[src/rtl/lapd_tx_pkg.sv]
package lapd_tx_pkg;
  localparam logic [7:0]  FLAG_OCTET = 8'h7E;
  localparam logic [15:0] CRC_POLY_R = 16'h8408;
  localparam logic [15:0] CRC_PRESET = 16'hFFFF;
  localparam int unsigned STUFF_RUN  = 5;

  localparam int unsigned OFS_CTRL = 0;
  localparam int unsigned OFS_LEN  = 1;
  localparam int unsigned OFS_ADR  = 2;
  localparam int unsigned OFS_TEI  = 3;
  localparam int unsigned OFS_CMD  = 4;

  typedef enum logic [3:0] {
    SEG_IDLE, SEG_OPEN, SEG_ADR1, SEG_ADR2, SEG_CMD,
    SEG_DATA, SEG_FCS1, SEG_FCS2, SEG_CLOSE
  } seg_e;
endpackage

[src/rtl/lapd_tx_buf.sv]
module lapd_tx_buf #(
  parameter int unsigned DEPTH = 128,
  parameter int unsigned AW    = $clog2(DEPTH)
) (
  input  logic          clk,
  input  logic          we,
  input  logic [AW-1:0] waddr,
  input  logic [7:0]    wdata,
  input  logic [AW-1:0] raddr,
  output logic [7:0]    rdata
);
  logic [7:0] mem [DEPTH];

  always_ff @(posedge clk) begin
    if (we) mem[waddr] <= wdata;
    rdata <= mem[raddr];
  end
endmodule

[src/rtl/lapd_tx_fcs.sv]
module lapd_tx_fcs
  import lapd_tx_pkg::*;
(
  input  logic        clk,
  input  logic        rst,
  input  logic        init,
  input  logic        upd,
  input  logic        din,
  output logic [15:0] crc_q,
  output logic [15:0] crc_nxt
);
  logic fb;

  always_comb begin
    fb      = crc_q[0] ^ din;
    crc_nxt = {1'b0, crc_q[15:1]} ^ (fb ? CRC_POLY_R : 16'h0000);
  end

  always_ff @(posedge clk) begin
    if (rst || init) crc_q <= CRC_PRESET;
    else if (upd)    crc_q <= crc_nxt;
  end
endmodule

[src/rtl/lapd_tx_regs.sv]
module lapd_tx_regs
  import lapd_tx_pkg::*;
#(
  parameter int unsigned BUF_DEPTH = 128,
  parameter int unsigned ADDR_W    = $clog2(BUF_DEPTH) + 1,
  parameter int unsigned LEN_W     = $clog2(BUF_DEPTH + 1)
) (
  input  logic              clk,
  input  logic              rst,
  input  logic              bus_wr,
  input  logic              bus_rd,
  input  logic [ADDR_W-1:0] bus_addr,
  input  logic [7:0]        bus_wdata,
  output logic [7:0]        bus_rdata,
  input  logic              busy_i,
  input  logic              done_i,
  output logic              start_o,
  output logic              buf_we_o,
  output logic [LEN_W-1:0]  len_o,
  output logic [5:0]        sapi_o,
  output logic              cr_o,
  output logic [6:0]        tei_o,
  output logic [7:0]        cmd_o,
  output logic              irq_o
);
  localparam logic [ADDR_W-1:0] REG_BASE = ADDR_W'(BUF_DEPTH);

  logic              reg_sel;
  logic [ADDR_W-1:0] ofs;
  logic              wr_ctrl, rd_ctrl;
  logic              ien_q, stat_q;
  logic              ien_nxt, stat_nxt;

  always_comb begin
    reg_sel  = (bus_addr >= REG_BASE);
    ofs      = bus_addr - REG_BASE;
    wr_ctrl  = bus_wr && reg_sel && (ofs == ADDR_W'(OFS_CTRL));
    rd_ctrl  = bus_rd && reg_sel && (ofs == ADDR_W'(OFS_CTRL));
    buf_we_o = bus_wr && !reg_sel;
    start_o  = wr_ctrl && bus_wdata[0] && !busy_i;
    ien_nxt  = wr_ctrl ? bus_wdata[1] : ien_q;
    stat_nxt = done_i || (stat_q && !rd_ctrl);
  end

  always_ff @(posedge clk) begin
    if (rst) begin
      ien_q  <= 1'b0;
      stat_q <= 1'b0;
      irq_o  <= 1'b0;
      len_o  <= '0;
      sapi_o <= '0;
      cr_o   <= 1'b0;
      tei_o  <= '0;
      cmd_o  <= '0;
    end else begin
      ien_q  <= ien_nxt;
      stat_q <= stat_nxt;
      irq_o  <= ien_nxt && stat_nxt;
      if (bus_wr && reg_sel) begin
        case (ofs)
          ADDR_W'(OFS_LEN): begin
            if (int'(bus_wdata) > int'(BUF_DEPTH)) len_o <= LEN_W'(BUF_DEPTH);
            else                                   len_o <= LEN_W'(bus_wdata);
          end
          ADDR_W'(OFS_ADR): begin
            sapi_o <= bus_wdata[5:0];
            cr_o   <= bus_wdata[6];
          end
          ADDR_W'(OFS_TEI): tei_o <= bus_wdata[6:0];
          ADDR_W'(OFS_CMD): cmd_o <= bus_wdata;
          default: ;
        endcase
      end
    end
  end

  always_ff @(posedge clk) begin
    if (rst) begin
      bus_rdata <= 8'h00;
    end else if (bus_rd) begin
      bus_rdata <= 8'h00;
      if (reg_sel) begin
        case (ofs)
          ADDR_W'(OFS_CTRL): bus_rdata <= {4'b0000, stat_q, busy_i, ien_q, 1'b0};
          ADDR_W'(OFS_LEN):  bus_rdata <= 8'(len_o);
          ADDR_W'(OFS_ADR):  bus_rdata <= {1'b0, cr_o, sapi_o};
          ADDR_W'(OFS_TEI):  bus_rdata <= {1'b0, tei_o};
          ADDR_W'(OFS_CMD):  bus_rdata <= cmd_o;
          default:           bus_rdata <= 8'h00;
        endcase
      end
    end
  end
endmodule

[src/rtl/lapd_tx_engine.sv]
module lapd_tx_engine
  import lapd_tx_pkg::*;
#(
  parameter int unsigned BUF_DEPTH = 128,
  parameter int unsigned AW        = $clog2(BUF_DEPTH),
  parameter int unsigned LEN_W     = $clog2(BUF_DEPTH + 1)
) (
  input  logic             clk,
  input  logic             rst,
  input  logic             start_i,
  input  logic             slot_i,
  input  logic [LEN_W-1:0] len_i,
  input  logic [5:0]       sapi_i,
  input  logic             cr_i,
  input  logic [6:0]       tei_i,
  input  logic [7:0]       cmd_i,
  output logic [AW-1:0]    rd_addr_o,
  input  logic [7:0]       rd_data_i,
  output logic             busy_o,
  output logic             done_o,
  output logic             bit_o,
  output logic             vld_o
);
  localparam int unsigned RUN_W = $clog2(STUFF_RUN + 1);

  seg_e             seg_q, seg_nxt;
  logic [7:0]       sh_q, oct_nxt;
  logic [2:0]       bit_q;
  logic [RUN_W-1:0] ones_q;
  logic             stuff_q;
  logic [LEN_W-1:0] pidx_q, pidx_nxt;
  logic             emit, flag_seg, crc_seg, octet_end, cur_bit;
  logic [15:0]      crc_q, crc_nxt;

  always_comb begin
    emit      = slot_i && (seg_q != SEG_IDLE);
    flag_seg  = (seg_q == SEG_OPEN) || (seg_q == SEG_CLOSE);
    crc_seg   = (seg_q == SEG_ADR1) || (seg_q == SEG_ADR2) ||
                (seg_q == SEG_CMD)  || (seg_q == SEG_DATA);
    octet_end = emit && !stuff_q && (bit_q == 3'd7);
    cur_bit   = stuff_q ? 1'b0 : sh_q[0];
    rd_addr_o = pidx_q[AW-1:0];
    busy_o    = (seg_q != SEG_IDLE);
  end

  lapd_tx_fcs u_fcs (
    .clk     (clk),
    .rst     (rst),
    .init    (start_i && (seg_q == SEG_IDLE)),
    .upd     (emit && !stuff_q && crc_seg),
    .din     (sh_q[0]),
    .crc_q   (crc_q),
    .crc_nxt (crc_nxt)
  );

  always_comb begin
    seg_nxt  = seg_q;
    oct_nxt  = sh_q;
    pidx_nxt = pidx_q;
    case (seg_q)
      SEG_OPEN: begin seg_nxt = SEG_ADR1; oct_nxt = {sapi_i, cr_i, 1'b0}; end
      SEG_ADR1: begin seg_nxt = SEG_ADR2; oct_nxt = {tei_i, 1'b1}; end
      SEG_ADR2: begin seg_nxt = SEG_CMD;  oct_nxt = cmd_i; end
      SEG_CMD, SEG_DATA: begin
        if (pidx_q == len_i) begin
          seg_nxt = SEG_FCS1;
          oct_nxt = ~crc_nxt[7:0];
        end else begin
          seg_nxt  = SEG_DATA;
          oct_nxt  = rd_data_i;
          pidx_nxt = pidx_q + 1'b1;
        end
      end
      SEG_FCS1:  begin seg_nxt = SEG_FCS2;  oct_nxt = ~crc_q[15:8]; end
      SEG_FCS2:  begin seg_nxt = SEG_CLOSE; oct_nxt = FLAG_OCTET; end
      SEG_CLOSE: begin seg_nxt = SEG_IDLE;  oct_nxt = 8'h00; end
      default: ;
    endcase
  end

  always_ff @(posedge clk) begin
    if (rst) begin
      seg_q   <= SEG_IDLE;
      sh_q    <= 8'h00;
      bit_q   <= 3'd0;
      ones_q  <= '0;
      stuff_q <= 1'b0;
      pidx_q  <= '0;
      done_o  <= 1'b0;
      bit_o   <= 1'b0;
      vld_o   <= 1'b0;
    end else begin
      vld_o  <= emit;
      done_o <= 1'b0;
      if (emit) bit_o <= cur_bit;
      if (seg_q == SEG_IDLE) begin
        if (start_i) begin
          seg_q   <= SEG_OPEN;
          sh_q    <= FLAG_OCTET;
          bit_q   <= 3'd0;
          ones_q  <= '0;
          stuff_q <= 1'b0;
          pidx_q  <= '0;
        end
      end else if (emit) begin
        if (stuff_q) begin
          stuff_q <= 1'b0;
          ones_q  <= '0;
        end else begin
          if (flag_seg || !sh_q[0]) begin
            ones_q <= '0;
          end else if (ones_q == RUN_W'(STUFF_RUN - 1)) begin
            ones_q  <= '0;
            stuff_q <= 1'b1;
          end else begin
            ones_q <= ones_q + 1'b1;
          end
          if (octet_end) begin
            seg_q  <= seg_nxt;
            sh_q   <= oct_nxt;
            pidx_q <= pidx_nxt;
            bit_q  <= 3'd0;
            if (seg_q == SEG_CLOSE) done_o <= 1'b1;
          end else begin
            sh_q  <= {1'b0, sh_q[7:1]};
            bit_q <= bit_q + 3'd1;
          end
        end
      end
    end
  end
endmodule

[src/rtl/lapd_frame_tx.sv]
module lapd_frame_tx
  import lapd_tx_pkg::*;
#(
  parameter int unsigned BUF_DEPTH = 128,
  parameter int unsigned ADDR_W    = $clog2(BUF_DEPTH) + 1
) (
  input  logic              clk,
  input  logic              rst,
  input  logic              bus_wr,
  input  logic              bus_rd,
  input  logic [ADDR_W-1:0] bus_addr,
  input  logic [7:0]        bus_wdata,
  output logic [7:0]        bus_rdata,
  input  logic              dl_slot,
  output logic              dl_bit,
  output logic              dl_vld,
  output logic              irq
);
  localparam int unsigned AW    = $clog2(BUF_DEPTH);
  localparam int unsigned LEN_W = $clog2(BUF_DEPTH + 1);

  logic             start_w, done_w, busy_w, buf_we;
  logic [LEN_W-1:0] len_w;
  logic [5:0]       sapi_w;
  logic             cr_w;
  logic [6:0]       tei_w;
  logic [7:0]       cmd_w, rd_data;
  logic [AW-1:0]    rd_addr;

  lapd_tx_regs #(.BUF_DEPTH(BUF_DEPTH), .ADDR_W(ADDR_W), .LEN_W(LEN_W)) u_regs (
    .clk(clk), .rst(rst), .bus_wr(bus_wr), .bus_rd(bus_rd), .bus_addr(bus_addr),
    .bus_wdata(bus_wdata), .bus_rdata(bus_rdata), .busy_i(busy_w), .done_i(done_w),
    .start_o(start_w), .buf_we_o(buf_we), .len_o(len_w), .sapi_o(sapi_w),
    .cr_o(cr_w), .tei_o(tei_w), .cmd_o(cmd_w), .irq_o(irq)
  );

  lapd_tx_buf #(.DEPTH(BUF_DEPTH), .AW(AW)) u_buf (
    .clk(clk), .we(buf_we), .waddr(bus_addr[AW-1:0]), .wdata(bus_wdata),
    .raddr(rd_addr), .rdata(rd_data)
  );

  lapd_tx_engine #(.BUF_DEPTH(BUF_DEPTH), .AW(AW), .LEN_W(LEN_W)) u_eng (
    .clk(clk), .rst(rst), .start_i(start_w), .slot_i(dl_slot), .len_i(len_w),
    .sapi_i(sapi_w), .cr_i(cr_w), .tei_i(tei_w), .cmd_i(cmd_w),
    .rd_addr_o(rd_addr), .rd_data_i(rd_data), .busy_o(busy_w), .done_o(done_w),
    .bit_o(dl_bit), .vld_o(dl_vld)
  );
endmodule

[config.mk]
export PLATFORM = sky130hd
export DESIGN_NAME = lapd_frame_tx
export DESIGN_NICKNAME = d
export VERILOG_FILES = /design/src/rtl/lapd_tx_pkg.sv /design/src/rtl/lapd_tx_buf.sv /design/src/rtl/lapd_tx_fcs.sv /design/src/rtl/lapd_tx_regs.sv /design/src/rtl/lapd_tx_engine.sv /design/src/rtl/lapd_frame_tx.sv
export SDC_FILE = /design/constraint.sdc
export NUM_CORES = 1
export LEC_CHECK = 0
export BUFFER_PORTS_ARGS = -buffer_cell sky130_fd_sc_hd__buf_2
export CAP_MARGIN = 20
export CORE_MARGIN = 2
export CORE_UTILIZATION = 50
export CTS_CLUSTER_DIAMETER = 30
export CTS_CLUSTER_SIZE = 24
export DETAILED_ROUTE_END_ITERATION = 10
export PLACE_DENSITY = 0.79
export SLEW_MARGIN = 0
export SYNTH_ARGS = -nofsm -noshare
export SYNTH_HDL_FRONTEND = slang
export SYNTH_SLANG_ARGS = --single-unit
[constraint.sdc]
create_clock -name clk -period 2.3 [get_ports clk]
set_clock_uncertainty 0.1 [all_clocks]
set_input_delay 0.115 -clock clk [delete_from_list [all_inputs] [get_ports clk]]
set_output_delay 0.115 -clock clk [all_outputs]
set_load 0.02 [all_outputs]
### After elaboration in Yosys (flattened, before gate mapping)

Memory sizes are Yosys's and may differ from the RTL's. A register that Yosys moved wholly into a read port is not among the register bits.
Index checks and enable logic that the tools add are counted.

* register bits: 87
* bits in writable memories: 1024
* bits of input ports: 21
* output and inout bits: 11
* word-level logic and storage cells: 141
* memories kept: 1

Memory list
* u_buf.mem: depth 128, bits a word 8, read ports 1, clocked after memory_dff 1, write ports 1, RTL line lapd_tx_buf.sv:12 `logic [7:0] mem [DEPTH];`

* add/subtract/negate cells: 4
* order comparisons: 2
* eq/ne operators: 19
* muxes and demuxes: 46
* bitwise logic cells: 6
* reduce and logical (&&, ||, !) cells: 44

Operator list (count)
* $mux 8: 15
* $pmux 8 s7: 1
* $pmux 8 s5: 1
* $mux 3: 10
* $pmux 4 s7: 1
* $mux 4: 5
* $eq 4x3->1 const B: 4
* $eq 8x2->1 const B: 2
* $mux 16: 1
* $not 8->8: 2
* $xor 15x16->16: 1
* $logic_and 1x1->1: 14
* $mux 1: 11
* $reduce_and 2->1: 5
* $ne 9x9->1 const B: 1
* $add 8x1->8 const B: 1
* $eq 4x2->1 const B: 2
* $eq 8x1->1 const B: 1
* $eq 8x3->1 const B: 1
* $eq 8x8->1: 1
* $ge 8x8->1 const B: 1
* $gt 8x8->1 const B: 1
* $logic_not 8->1: 1
* $reduce_bool 8->1: 1
* other kinds (21): 37

### Longest topological paths before layout

Gate-level depths: netlist of the first run.

* depth in word-level cells: 10
* mapped depth: 11
* mapped depth without buffers: 8

### Cells and area by module

From an unflattened synthesis of the first run, not the netlist that was laid out.

* cells, all modules: 2201
* area total of the unflattened synthesis: 44576.5 um^2

By module, submodules not included
* lapd_tx_buf: times used 1, cells an instance 1635, area an instance 39665.5 um^2, sequential area each 30909.6 um^2
* lapd_tx_engine: times used 1, cells an instance 300, area an instance 2288.4 um^2, sequential area each 600.6 um^2
* lapd_tx_regs: times used 1, cells an instance 193, area an instance 1881.8 um^2, sequential area each 820.8 um^2
* lapd_tx_fcs: times used 1, cells an instance 73, area an instance 740.7 um^2, sequential area each 320.3 um^2

### Least setup slack after synthesis of the first run

No wires, ideal clock.

* kind: register to register
* from: register u_eng.pidx_q[1]
* to: register u_buf.rdata[5] (read register of u_buf.mem)
* setup time: 0.120 ns
* data arrival time: 2.310 ns
* data required time: 2.080 ns
* setup slack: -0.230 ns
* stages on the path, launching flop included: 9
* buffers on the path: 4
* period minus slack after synthesis: 2.530 ns
* path through: dfxtp_1 buf_2 buf_2 buf_2 buf_2 mux4_2 a2111oi_0 nor4_1 a211o_1

RTL lines
* from (decl): RTL line lapd_tx_engine.sv:31 `logic [LEN_W-1:0] pidx_q, pidx_nxt;`
* from (signal assigned): RTL line lapd_tx_engine.sv:121 `pidx_q <= pidx_nxt;`
* to (decl): RTL line lapd_tx_buf.sv:10 `output logic [7:0] rdata`

==> out/qor.txt, run 1 <==
Gate Count Post-Synth = 2,480
area grow syn2layout = 30.17%
Bufs and invs on worst path = 6
Core ar. = 88,100 sq um
First DRT Iteration DRCs = 4,984
final hold violation count = 0
global-route wire length before repair = 204,000 um
hold depth = 6
nets@finish = 3,075
pwr dens = 898.4 nW/um^2
Async SR Flop Fraction = 0%
gpl congestion = 0.9558
Finished Cell Area = 57,710 sq um
Clk pin slew, worst setup/hold paths = 60 ps
die area = 91,070 sq um
hold endpoint = u_regs.ien_q
pin count of the biggest net entering global routing = 127
Placement Setup Slack = -670.6 ps
Crit Path Class = flop to flop
crit path launch type = flop
Finished Core Util = 65.51%
Critical Path Fanout Max = 7
Fillers = 5,192
fin worst setup slack = -416.7 ps
post-synthesis compound-gate area fraction = 5.370%
Synth Flop Type = edfxtp_1
failing checks = setup timing
CP arrival = 3290 ps
CTS Buf Count = 181
leak pwr = 0.01901 uW
HP Start = bus_addr[5]
max cap viols = 0
reg-to-reg critical path endpoint = u_buf.rdata[3]
worst skew pair latency = 800 ps
area fraction in and, or, nand and nor cells after synthesis = 4.981%
flops & latches, synth = 1,119
root buf cell = clkbuf_16
launching point of the worst reg2reg path = u_eng.pidx_q[0]
synthesized area = 44,340 sq um
I/O Buffers = 31
CP required = 2870 ps
RSZ-0062 raised after global routing = yes
worst hold path class = input pin to flop
CTS tree = done
fin. max-slew vios = 0
post-synthesis cell type count = 80
dpl cell area = 48,880 sq um
Antenna Nets Post-Route = 0
Longest Clk Path Bufs = 3
R2R setup slack = -420 ps
Vias/cell = 6.699
WL per Instance = 32.81 um
crit path cell chain = buf_6 > buf_12 > buf_12 > nor2b_2 > buf_4 > nand2_1 > buf_4 > o221ai_1 > o31ai_2 > buf_4 > o211ai_1
Avg Inst Size Synth = 17.88 sq um
Setup crit end kind = flop
Syn. warnings = 0
vias = 29,320
R2R depth = 11
total congestion overflow = 0
area of the multi-input gates = 11,880 sq um
mux share of post-synthesis cell area = 13.84%
Worst VDD drop = 0.8077 mV
Slew @ Worst Pin = 752.1 ps
Initial Utilization = 50.33%
outcome = finished with violations
# DRC = 0
DRT Pass-1 Iters = 6
Final TNS setup = -5713 ps
syn_nets = 2,506
# rows = 109
Max Fclk = 0.3681 GHz
DP HPWL = 76,450 um
Synth Area in XOR/XNOR = 0.2370%
most used cell, CP = buf_4
CP max-delay cell = o31ai_2
delay-heaviest family, CP = buffers and inverters
register area share after synthesis = 73.64%
H-tree depth = 4
largest family of logic cells by synthesized area = multiplexers
met1 WL = 46,630 um
CTS Sinks = 1,119
Die Span Y = 301.8 um
EDFF count, synth = 1,024
met3 wire length = 19,730 um
Die W = 301.8 um
vias in the first global route = 29,550
Setup Viol. Count Final = 25
Top-Level Pins = 32
final WL = 143,600 um
top sig layer = met5
met2 WL = 66,600 um
crit-path max cell delay = 490 ps
worst rel slew slack = 49.86%
Adder-Cell Fraction of Synth Area = 0.1637%
GRT Total Usage = 31.25%
post-layout min period = 2717 ps
register area = 32,670 sq um
Tcrit/Tclk final = 118.1%
ratio of cells with drive above 1 in the final layout = 37.15%
initial antenna violation count = 2
## worst max-delay path by stage
stage,start,slack (ps),end,cells after the start
after floorplan,u_eng.pidx_q[0],-20,u_buf.rdata[5],7
after global placement,u_eng.pidx_q[0],-690,u_buf.rdata[3],7
after detailed placement,u_eng.pidx_q[0],-670,u_buf.rdata[3],7
after CTS,u_eng.pidx_q[0],-220,u_buf.rdata[6],9
after global routing,u_eng.pidx_q[0],-420,u_buf.rdata[3],9
final,u_eng.pidx_q[0],-420,u_buf.rdata[3],11
## metrics by stage
step | hold WS, ps | power [uW] | cells
floorplan | 113.9 | 22780 | 2480
detailed placement | 331.7 | 23290 | 3944
global route | 48.82 | 52790 | 4374
CTS | 17.25 | 51600 | 4367
finish | 68.93 | 51850 | 4377
global placement | 311.0 | 23250 | 3944
## synthesized netlist by cell type, drive strengths merged, types with 3 or more instances
cell	number	area (sq um)
a2111oi	17	150.1
a211o	3	26.28
a211oi	17	127.6
a21oi	78	394.1
a221oi	15	131.4
a22o	16	140.1
a22oi	45	337.8
a32o	3	30.03
a32oi	4	35.03
and2	7	43.79
and3	4	25.02
buf	69	450.4
clkbuf	76	285.3
dfxtp	95	1902
edfxtp	1024	30750
ha	5	62.56
inv	11	41.29
mux2	7	78.82
mux2i	182	1822
mux4	188	4234
nand2	91	341.6
nand2b	13	81.33
nand3	34	175.2
nand3b	14	105.1
nand4	12	75.07
nand4b	3	26.28
nor2	211	799.5
nor2b	23	143.9
nor3	19	106.4
nor3b	5	37.54
nor4	3	33.78
o211ai	10	75.07
o21ai	34	170.2
o221ai	27	236.5
o22ai	37	231.5
o2bb2ai	8	70.07
o31ai	7	52.55
or2	11	68.81
or3	8	50.05
or4	5	41.29
xnor2	10	87.58
## where the power goes
group	total (uW)	internal [uW]	leakage, uW	switching (uW)
Sequential	22200	22200	0.00997	15.3
Combinational	718	154	0.00590	564
Clock	28900	17500	0.00314	11400
## area by class of cell
cell class	instances	share of cell area, %
Timing Repair Buffer	530	8.791
Clock buffer	189	7.972
Tap cell	1165	2.526
Inverter	13	0.08455
Multi-Input combinational cell	1204	20.59
Clock inverter	154	3.423
Sequential cell	1119	56.60
Antenna cell	3	0.01301
## tightest hold or removal path, cell delays in order
cell	delay, ps
buf_2	110
or4_4	240
nor3_4	80
buf_4	130
mux2i_1	120
nor2_1	80
## kinds of logic (layout without fill, tap and decap cells)
logic type / count (synthesis) / count (layout)
xor gates and xnor gates: 12 / 12
DFF: 1119 / 1119
and+or+nand+nor: 469 / 470
AOI/OAI and AO/OA: 339 / 339
other: 0 / 3
buffers and inverters: 158 / 886
adders and majority gates: 6 / 6
muxes: 377 / 377
## state kept, by name (all words and copies together) (netlist names), 3 cells and up
name and cells:
u_regs.bus_rdata 8, u_eng.sh_q 8, u_eng.ones_q 3, u_buf.mem 1024, u_regs.tei_o 7, u_regs.sapi_o 6, u_regs.cmd_o 8, u_eng.pidx_q 8
u_buf.rdata 8, u_eng.bit_q 3, u_eng.seg_q 4, u_eng.u_fcs.crc_q 16, u_regs.len_o 8
## per-layer routing
metal  global-route usage (%)  up-vias
met3                    9.790      714
met4                    19.81        6
met2                    48.53     2857
li1                         -    11260
met5                        0        -
met1                    38.32    14490
## cell usage in the layout, fill, tap and decap left out, types with 21 or more instances in the layout
cell type | synthesis | final
a21oi_1 | 77 | 66
dfxtp_1 | 95 | 90
buf_2 | 33 | 23
bufinv_16 | 0 | 21
buf_12 | 0 | 52
edfxtp_1 | 1024 | 1024
clkinv_4 | 0 | 21
o221ai_1 | 27 | 22
inv_6 | 0 | 24
mux2i_1 | 182 | 175
a22oi_1 | 45 | 40
mux4_2 | 188 | 188
nand3_1 | 33 | 30
buf_4 | 30 | 396
nor2_1 | 208 | 203
clkbuf_16 | 0 | 184
clkinvlp_4 | 0 | 22
o22ai_1 | 37 | 32
nand2_1 | 91 | 85
buf_6 | 5 | 23
## what timing repair did
item                                   CTS  global route
gates resized for setup                198            64
setup endpoints to repair               25            30
setup buffers                           61             9
gates cloned                            11             2
hold buffers                            15             0
pin swaps                               57            35
endpoints found under the hold margin  576             0
Note: power is estimated with default switching activity, not from simulation.
==> run 2: changes to the inputs <==
--- a/config.mk
+++ b/config.mk
@@ -7,12 +7,14 @@
 export LEC_CHECK = 0
 export BUFFER_PORTS_ARGS = -buffer_cell sky130_fd_sc_hd__buf_2
 export CAP_MARGIN = 20
-export CORE_MARGIN = 2
+export CORE_MARGIN = 3
 export CORE_UTILIZATION = 50
+export CTS_BUF_LIST = sky130_fd_sc_hd__clkbuf_8 sky130_fd_sc_hd__clkbuf_16
 export CTS_CLUSTER_DIAMETER = 30
 export CTS_CLUSTER_SIZE = 24
 export DETAILED_ROUTE_END_ITERATION = 10
 export PLACE_DENSITY = 0.79
+export SKIP_CTS_REPAIR_TIMING = 1
 export SLEW_MARGIN = 0
 export SYNTH_ARGS = -nofsm -noshare
 export SYNTH_HDL_FRONTEND = slang
==> run 2 against run 1 <==
The flow still finishes with violations (setup timing). Final cell count rose by 0.14%. Hold slack got worse by 66 ps. Die area rose by 1.3%. Sequential share of layout area rose by 1.0 points. Wire length fell by 3.5%. Critical path depth fell by 2. First-iteration DRC count fell by 2.8%. Fmax fell by 0.70%. Core utilization fell by 0.59 points. Register-to-register slack got worse by 20 ps. Non-clock buffer count rose by 23. Sequential power barely moved. Critical path type unchanged. Largest cell class unchanged.
==> out/qor.txt, run 2 (synthesis gave the netlist of run 1 again) <==
Longest Clk Path Bufs = 3
Tcrit/Tclk final = 119.0%
Top-Level Pins = 32
clock power share = 54.3%
Pint = 39,230 uW
Antenna Nets Post-Route = 0
Die W = 303.8 um
Core ar. = 87,290 sq um
Die Span Y = 303.8 um
combinational power share = 1.4%
max cap viols = 0
vias in the first global route = 28,420
max reg flops = 1,024
crit path launch type = flop
nets@finish = 3,097
vias = 29,080
dpl cells = 3,995
Setup Viol. Count Final = 25
R2R depth = 9
die area = 92,290 sq um
First DRT Iteration DRCs = 4,846
worst rel slew slack = 35.99%
GRT Total Usage = 28.11%
initial antenna violation count = 5
R2R setup slack = -440 ps
switching power = 11,070 uW
total congestion overflow = 0
CTS Sinks = 1,119
CP required = 2880 ps
ratio of cells with drive above 1 in the final layout = 34.74%
pwr dens = 887.6 nW/um^2
fin worst setup slack = -436.0 ps
pin count of the biggest net entering global routing = 129
global-route wire length before repair = 191,400 um
CTS tree = done
worst hold path class = input pin to flop
final hold violation count = 0
CTS Buf Count = 181
Finished Layout Cells = 4,383
most frequent cells in the layout = edfxtp_1 (1,024), buf_4 (450), nor2_1 (205)
largest registers = u_buf.mem: 1024 flops, u_eng.u_fcs.crc_q: 16 flops
leak pwr = 0.01885 uW
Worst VDD drop = 0.6712 mV
# DRC = 0
outcome = finished with violations
Initial Utilization = 50.79%
Clk pin slew, worst setup/hold paths = 50 ps
RSZ-0062 raised after global routing = yes
# rows = 108
Setup crit end kind = flop
WL per Instance = 31.62 um
Slew @ Worst Pin = 960.2 ps
Critical Path Fanout Max = 14
worst skew pair latency = 800 ps
hold depth = 6
Switching Fraction = 22.01%
H-tree depth = 4
post-layout min period = 2736 ps
Flop pwr share = 44.2%
Max Fclk = 0.3655 GHz
failing checks = setup timing
Largest Register = u_buf.mem
area grow syn2layout = 27.81%
CP arrival = 3320 ps
root buf cell = clkbuf_16
DP HPWL = 80,160 um
I/O Buffers = 31
Vias/cell = 6.634
most common cell after layout, fill and taps aside = edfxtp_1
DRT Pass-1 Iters = 6
Finished Core Util = 64.92%
gpl congestion = 0.9480
Crit Path Class = flop to flop
final WL = 138,600 um
Final TNS setup = -5582 ps
fin. max-slew vios = 0
==> run 2: metal layers <==
metal  share of wire [%]  track usage, %  vias up  routed length (um)
li1                    -               -    11280                   -
met4                 7.4           16.81        8               10270
met5               0.073               0        -                 101
met2                  46           43.36     2654               64090
met3                  13           8.059      682               18000
met1                  33           35.66    14450               46150
==> run 2: worst max-delay path, cell delays in order (launching register included) <==
cell and delay [ps]:
dfxtp_4 400, buf_12 180, buf_12 140, mux4_2 530, mux2i_2 220, nor2_1 80, a2111oi_1 400, buf_4 250
nor4b_2 60, a221o_1 250
==> run 2: layout make-up <==
type | count | area (sq um)
flip-flops and latches | 1119 | 32670
fillers | 5353 | 30620
multi-input cells | 1203 | 11360
repair buffers | 553 | 4883
clock buffers | 185 | 4584
clock inverters | 154 | 1683
well taps | 1155 | 1445
inverters | 13 | 48.80
diodes | 1 | 2.502
==> run 2: per-stage QoR <==
step	setup slack, ps	hold slack [ps]	cell area, sq um	power [uW]
6_report	-436.0	2.501	56670	50300
2_1_floorplan	-21.59	113.9	44460	22780
3_3_place_gp	-619.2	341.5	49370	23270
4_1_cts	-727.8	-436.5	55630	50300
3_5_place_dp	-667.4	351.8	49370	23310
5_1_grt	-444.6	14.96	56670	51370
==> run 2: final timing paths <==
kind / startpoint / to
setup / recovery: u_eng.pidx_q[0] / u_buf.rdata[7]
hold / removal: bus_addr[1] / u_regs.stat_q
setup reg to reg: u_eng.pidx_q[0] / u_buf.rdata[7]
hold reg to reg: u_eng.bit_q[2] / u_eng.bit_q[2]
==> run 2: power groups by stage <==
stage | Sequential, uW | Clock (uW) | Combinational, uW
floorplan | 22700 | 0 | 126
global route | 22200 | 28400 | 746
detailed placement | 22700 | 0 | 656
finish | 22300 | 27300 | 722
CTS | 22300 | 27400 | 667
global placement | 22600 | 0 | 624
